==> config.mk <==
export PLATFORM = sky130hd
export DESIGN_NAME = ant_cca_ctrl
export DESIGN_NICKNAME = d
export VERILOG_FILES = /design/src/rtl/ant_cca_pkg.sv /design/src/rtl/ant_mode_dec.sv /design/src/rtl/ant_hdr_mem.sv /design/src/rtl/ant_sel_hold.sv /design/src/rtl/ant_cca_ctrl.sv
export SDC_FILE = /design/constraint.sdc
export NUM_CORES = 1
export LEC_CHECK = 0
export CORE_AREA = 3 3 40 42
export DETAILED_ROUTE_END_ITERATION = 16
export DIE_AREA = 0 0 43 45
export PLACE_DENSITY = 0.42
export SLEW_MARGIN = 20
export SYNTH_ARGS = -nofsm -noshare
export SYNTH_HDL_FRONTEND = slang
export SYNTH_SLANG_ARGS = --single-unit
==> constraint.sdc <==
create_clock -name clk_i -period 1.23 [get_ports clk_i]
set_input_delay 0.123 -clock clk_i [delete_from_list [all_inputs] [get_ports clk_i]]
set_output_delay 0.123 -clock clk_i [all_outputs]
set_load 0.03 [all_outputs]
==> src/rtl/ant_cca_pkg.sv <==
package ant_cca_pkg;
  localparam int unsigned ModeW = 2;

  typedef enum logic [ModeW-1:0] {
    MODE_REPLAY  = 2'b00,
    MODE_BAD     = 2'b01,
    MODE_FORCE_B = 2'b10,
    MODE_FORCE_A = 2'b11
  } ant_mode_e;

  localparam logic ANT_A = 1'b1;
  localparam logic ANT_B = 1'b0;
endpackage

==> src/rtl/ant_mode_dec.sv <==
module ant_mode_dec
  import ant_cca_pkg::*;
(
  input  logic             clk_i,
  input  logic             rst_ni,
  input  logic [ModeW-1:0] mode_i,
  output logic             replay_o,
  output logic             force_val_o,
  output logic             err_o
);
  logic err_q;

  always_comb begin
    replay_o    = (mode_i == MODE_REPLAY) || (mode_i == MODE_BAD);
    force_val_o = (mode_i == MODE_FORCE_A) ? ANT_A : ANT_B;
  end

  // sticky until reset
  always_ff @(posedge clk_i or negedge rst_ni) begin
    if (!rst_ni)                   err_q <= 1'b0;
    else if (mode_i == MODE_BAD)   err_q <= 1'b1;
  end

  assign err_o = err_q;
endmodule

==> src/rtl/ant_hdr_mem.sv <==
module ant_hdr_mem
  import ant_cca_pkg::*;
(
  input  logic clk_i,
  input  logic rst_ni,
  input  logic hdr_valid_i,
  input  logic hdr_ant_i,
  input  logic replay_i,
  input  logic toggle_i,
  input  logic tx_en_i,
  output logic acq_d_o
);
  logic last_q;
  logic acq_q;
  logic acq_d;

  // header beats toggle; forced modes resync acquisition to last header
  always_comb begin
    if (hdr_valid_i)                      acq_d = hdr_ant_i;
    else if (!replay_i)                   acq_d = last_q;
    else if (toggle_i && !tx_en_i)        acq_d = ~acq_q;
    else                                  acq_d = acq_q;
  end

  always_ff @(posedge clk_i or negedge rst_ni) begin
    if (!rst_ni) begin
      last_q <= ANT_A;
      acq_q  <= ANT_A;
    end else begin
      if (hdr_valid_i) last_q <= hdr_ant_i;
      acq_q <= acq_d;
    end
  end

  assign acq_d_o = acq_d;
endmodule

==> src/rtl/ant_sel_hold.sv <==
module ant_sel_hold
  import ant_cca_pkg::*;
(
  input  logic clk_i,
  input  logic rst_ni,
  input  logic tx_en_i,
  input  logic replay_i,
  input  logic force_val_i,
  input  logic acq_d_i,
  output logic ant_sel_o
);
  logic sel_q;
  logic sel_d;

  assign sel_d = replay_i ? acq_d_i : force_val_i;

  // frozen for the whole transmit
  always_ff @(posedge clk_i or negedge rst_ni) begin
    if (!rst_ni)       sel_q <= ANT_A;
    else if (!tx_en_i) sel_q <= sel_d;
  end

  assign ant_sel_o = sel_q;
endmodule

==> src/rtl/ant_cca_ctrl.sv <==
module ant_cca_ctrl
  import ant_cca_pkg::*;
(
  input  logic             clk_i,
  input  logic             rst_ni,
  input  logic [ModeW-1:0] mode_i,
  input  logic             hdr_valid_i,
  input  logic             hdr_ant_i,
  input  logic             acq_toggle_i,
  input  logic             tx_en_i,
  output logic             ant_sel_o,
  output logic             mode_err_o
);
  logic replay;
  logic force_val;
  logic acq_d;

  ant_mode_dec u_dec (
    .clk_i       (clk_i),
    .rst_ni      (rst_ni),
    .mode_i      (mode_i),
    .replay_o    (replay),
    .force_val_o (force_val),
    .err_o       (mode_err_o)
  );

  ant_hdr_mem u_mem (
    .clk_i       (clk_i),
    .rst_ni      (rst_ni),
    .hdr_valid_i (hdr_valid_i),
    .hdr_ant_i   (hdr_ant_i),
    .replay_i    (replay),
    .toggle_i    (acq_toggle_i),
    .tx_en_i     (tx_en_i),
    .acq_d_o     (acq_d)
  );

  ant_sel_hold u_hold (
    .clk_i       (clk_i),
    .rst_ni      (rst_ni),
    .tx_en_i     (tx_en_i),
    .replay_i    (replay),
    .force_val_i (force_val),
    .acq_d_i     (acq_d),
    .ant_sel_o   (ant_sel_o)
  );
endmodule

* Word level (Yosys, flattened, before mapping)
Cells that the tools add are included.
W data, S select, Z words.
** Storage, ports and cells
- Output and inout bits :: 2
- Bits of input ports :: 8
- Bits in registers :: 4
- Logic and storage cells :: 16
** Operators by class
- Eq/ne operators :: 2
- Muxes and demuxes :: 5
- Bitwise operators :: 1
- Reduce and logical (&&, ||, !) cells :: 4
** Operators with widths (number)
- $mux W1 :: 5
- $eq A2 B1 Y1 const B :: 1
- $eq A2 B2 Y1 const B :: 1
- $logic_not A2 Y1 :: 1
- $logic_and A1 B1 Y1 :: 1
- $logic_not A1 Y1 :: 1
- $logic_or A1 B1 Y1 :: 1
- $not A1 Y1 :: 1

* Depth between registers and ports, before layout
Gate-level depths: netlist of run 1.
- Depth in word-level cells :: 6
- Depth in mapped cells :: 3
- Gate-level depth less buffers :: 3

* Cells and area by module
From an unflattened synthesis of run 1, not the netlist that was laid out.
** Second synthesis, totals
- Cell total of the unflattened synthesis :: 17
- Area, all modules :: 198.9 µm²
** Modules (own cells, without submodules)
- ant_hdr_mem :: seq. area each 52.6 µm², instances 1, area an instance 110.1 µm², cells an instance 9
- ant_sel_hold :: seq. area each 26.3 µm², instances 1, area an instance 45.0 µm², cells an instance 4
- ant_mode_dec :: seq. area each 25.0 µm², instances 1, area an instance 43.8 µm², cells an instance 4

* Worst setup path after synthesis of run 1
OpenSTA, ideal clock, no wires.
- Path type :: reg-to-reg
- From :: register u_hold.ant_sel_o (netlist name)
- To :: register u_hold.sel_q, in the netlist u_hold.ant_sel_o
- Arrival time :: 833 ps
- Data required time :: 1154 ps
- Setup slack :: 320 ps
- Stages on the path, launching flop included :: 3
- Setup time :: 76 ps
- Buffers on the path :: 0
- Path through :: dfstp_2 nand2_1 a22oi_2
** RTL lines
- end signal: assignment :: RTL line ant_sel_hold.sv:20 : else if (!tx_en_i) sel_q <= sel_d;
- end: declaration :: RTL line ant_sel_hold.sv:12 : logic sel_q;

* Worst setup path after layout of run 1
- From :: register u_dec.err_q, in the netlist u_dec.err_o
- To :: output mode_err_o
** RTL lines
- start: declaration :: RTL line ant_mode_dec.sv:11 : logic err_q;
- start signal: assignment :: RTL line ant_mode_dec.sv:20 : if (!rst_ni) err_q <= 1'b0;
- start signal: assignment :: RTL line ant_mode_dec.sv:21 : else if (mode_i == MODE_BAD) err_q <= 1'b1;
- end: declaration :: RTL line ant_cca_ctrl.sv:12 : output logic mode_err_o
No word-level cell between the ends.

==> flow_metrics.env, run 1 <==
export IMPL_outcome="finished clean"
export IMPL_cp_end_kind="output pin"
export IMPL_syn_avg_cell_area_um2=12.0
export IMPL_num_nets_final=41
export IMPL_combPwrFrac_pct=21.0
export IMPL_synth_seq_cells=4
export IMPL_syn_to_final_growth_pct=64.5
export IMPL_arrival_ns=0.96
export IMPL_fp_row_count=13
export IMPL_grt_max_degree=7
export IMPL_period_needed_ns=1.08
export IMPL_stdcell_area_um2=354
export IMPL_fmax_mhz=925
export IMPL_finalCritPeriodShare_pct=87.9
export IMPL_hold_violations=0
export IMPL_post_cts_buffers=0
export IMPL_cts_buffers=3
export IMPL_ir_drop_mv=0.260
export IMPL_clockBufferDepth=2
export IMPL_synth_flop_cell="dfstp_2"
export IMPL_timing_slew_headroom_pct=80.1
export IMPL_async_reset_ff_share_pct=100
export IMPL_power_internal_mw=0.320
export IMPL_cp_num_buf_inv=1
export IMPL_switchingPower_mw=0.100
export IMPL_n_antenna_cell=0
export IMPL_swShare_pct=23.8
export IMPL_holdCritPathClass="primary input to async pin"
export IMPL_drc_errors=0
export IMPL_syn_area_um2=215
export IMPL_routedWlPerCell_um=10.3
export IMPL_critPathKind="flop to output pin"
export IMPL_fin_skew_ns=0.00645
export IMPL_grt_overflow=0
export IMPL_ys_types=14
export IMPL_ys_seq_area_share_pct=48.3
export IMPL_core_area_mm2=0.00128
export IMPL_worst_pin_slew_ns=0.300
export IMPL_first_pass_iters=1
export IMPL_cts_tree="built"
export IMPL_ant_nets=0
export IMPL_power_frac_seq_pct=37.2
export IMPL_slowest_stage="dlygate4sd2_1"
export IMPL_die_height_um=45
export IMPL_postCtsHoldBufs=0
export IMPL_syn_num_nets=26
export IMPL_synth_edf_count=0
export IMPL_wl_um=485
export IMPL_p_total_mw=0.420
export IMPL_power_leakage_nw=0.138
export IMPL_yosysTopAreaCell="dfstp_2"
export IMPL_synth_area_leaders="dfstp_2 (37%), dfrtp_1 (12%), a21o_1 (7.0%)"
export IMPL_ys_top_cells_by_count="dfstp_2 (3), a21o_1 (2), inv_1 (2)"
export IMPL_track_usage_pct=6.27
export IMPL_grt_pass1_vias=219
export IMPL_clkSinkCount=4
export IMPL_syn_inst=18
export IMPL_drive_gt1_share_pct=37.5
export IMPL_maxCapViolCount=0
export IMPL_slew_viol_final=0
export IMPL_antenna_found_initial=0
export IMPL_p_per_area_mw_per_mm2=1190
export IMPL_drt_initial_drc_count=0
export IMPL_crit_chain="dlygate4sd2_1"
export IMPL_die_w_um=43
export IMPL_regToRegSetupSlack_ns=0.29
export IMPL_yosys_warnings=0
export IMPL_netlist_area_leader_share_pct=36.6
export IMPL_ios=10
export IMPL_rsz0062_at_grt="false"
export IMPL_start_util_pct=16.7
export IMPL_globalplace_congestion=0.718
export IMPL_cp_required_ns=1.11
export IMPL_crit_fanout=2
export IMPL_start_kind="flop"
export IMPL_fill_cells=139
export IMPL_cpPeakStageDelay_ns=0.40
export IMPL_cts_max_level=1
export IMPL_tns_ns=0
export IMPL_power_frac_clock_pct=41.8
export IMPL_via_per_inst=3.94
export IMPL_setup_viol=0
export IMPL_fp_dieArea_mm2=0.00194
export IMPL_vias=185
export IMPL_post_cts_resize_count=1
export IMPL_synth_most_common_cell="dfstp_2"
export IMPL_io_buffer_count=9
export IMPL_cts_root_buf="clkbuf_4"
export IMPL_clkTransAtPathRegs_ns=0.04
export IMPL_grt_pass1_wl_um=814
export IMPL_critical_path_top_delay_family="buffers and inverters"
export IMPL_clkLatencyLatePin_ns=0.24
export IMPL_placed_area_um2=329
## power groups by stage
stage,Sequential [mW],Clock [mW],Combinational [mW]
after floorplan,0.167,0,0.0334
after global placement,0.158,0,0.0874
after detailed placement,0.158,0,0.0891
after CTS,0.157,0.183,0.0895
after global routing,0.158,0.181,0.0951
final,0.156,0.175,0.0882
## metal layers
| layer | wire length [um] | track usage [%] | vias up |
|---|---|---|---|
| met4 | 0 | 7.23 | 0 |
| met1 | 172 | 5.60 | 87 |
| met5 | 0 | 0 | - |
| li1 | - | - | 93 |
| met2 | 265 | 9.58 | 5 |
| met3 | 48 | 3.19 | 0 |
## worst paths after layout
| check | startpoint | endpoint | cells past startpoint |
|---|---|---|---|
| max in group asynchronous | rst_ni | u_mem.acq_q | 1 |
| min | rst_ni | u_dec.err_o | 1 |
| min in group clk_i | u_dec.err_o | u_dec.err_o | 1 |
| max reg2reg | u_mem.last_q | u_mem.acq_q | 3 |
| min reg2reg | u_dec.err_o | u_dec.err_o | 1 |
| max | u_dec.err_o | mode_err_o | 1 |
## final cells by class
type	instances	area (um2)	share of cell area, %
clock buffers	4	26.3	7.42
inverters	2	7.51	2.12
multi-input cells	12	104	29.3
flip-flops and latches	4	104	29.3
well taps	15	18.8	5.30
repair buffers	10	93.8	26.5
## through the flow
| stage | setup WS [ns] | std cells | hold slack, ns | utilization, % |
|---|---|---|---|---|
| 3_5_place_dp | 0.0211 | 43 | 0.338 | 25.6 |
| 5_1_grt | 0.112 | 47 | 0.107 | 27.6 |
| 4_1_cts | 0.134 | 47 | 0.0799 | 27.6 |
| 3_3_place_gp | 0.0253 | 43 | 0.333 | 25.6 |
| 2_1_floorplan | 0.320 | 18 | -0.173 | - |
| 6_report | 0.149 | 47 | 0.0839 | 27.6 |
## kinds of logic (layout without fill, tap and decap cells)
| family | after synthesis | count (layout) | share of synthesized area [%] |
|---|---|---|---|
| compound gates | 7 | 7 | 32.6 |
| xor+xnor | 1 | 1 | 4.07 |
| buf+inv | 2 | 16 | 3.49 |
| flops | 4 | 4 | 48.3 |
| simple gates | 4 | 4 | 11.6 |
## placed cells by master (no fill, tap or decap)
cell type / n
clkdlybuf4s50_1: 7
dfstp_2: 3
o221ai_2: 1
buf_4: 2
xnor2_1: 1
a22oi_1: 1
o31ai_2: 1
dfrtp_1: 1
nand2b_1: 1
inv_1: 2
nor2b_1: 1
a211oi_1: 1
a22oi_2: 1
dlygate4sd2_1: 1
clkbuf_1: 1
nand2_1: 1
clkbuf_4: 3
a21o_1: 2
nor2b_2: 1
## flip-flops by register name (all words and copies together) (netlist names)
name              cells
u_mem.acq_q           1
u_hold.ant_sel_o      1
u_mem.last_q          1
u_dec.err_o           1
Power figures use the tool's default switching activity.
==> run 2, diff against run 1 <==
--- a/config.mk
+++ b/config.mk
@@ -9,7 +9,7 @@
 export DETAILED_ROUTE_END_ITERATION = 16
 export DIE_AREA = 0 0 43 45
 export PLACE_DENSITY = 0.42
-export SLEW_MARGIN = 20
+export SKIP_LAST_GASP = 1
 export SYNTH_ARGS = -nofsm -noshare
 export SYNTH_HDL_FRONTEND = slang
 export SYNTH_SLANG_ARGS = --single-unit
==> results of run 2 <==
No change in the layout: final DEF, timing and power equal those of run 1.
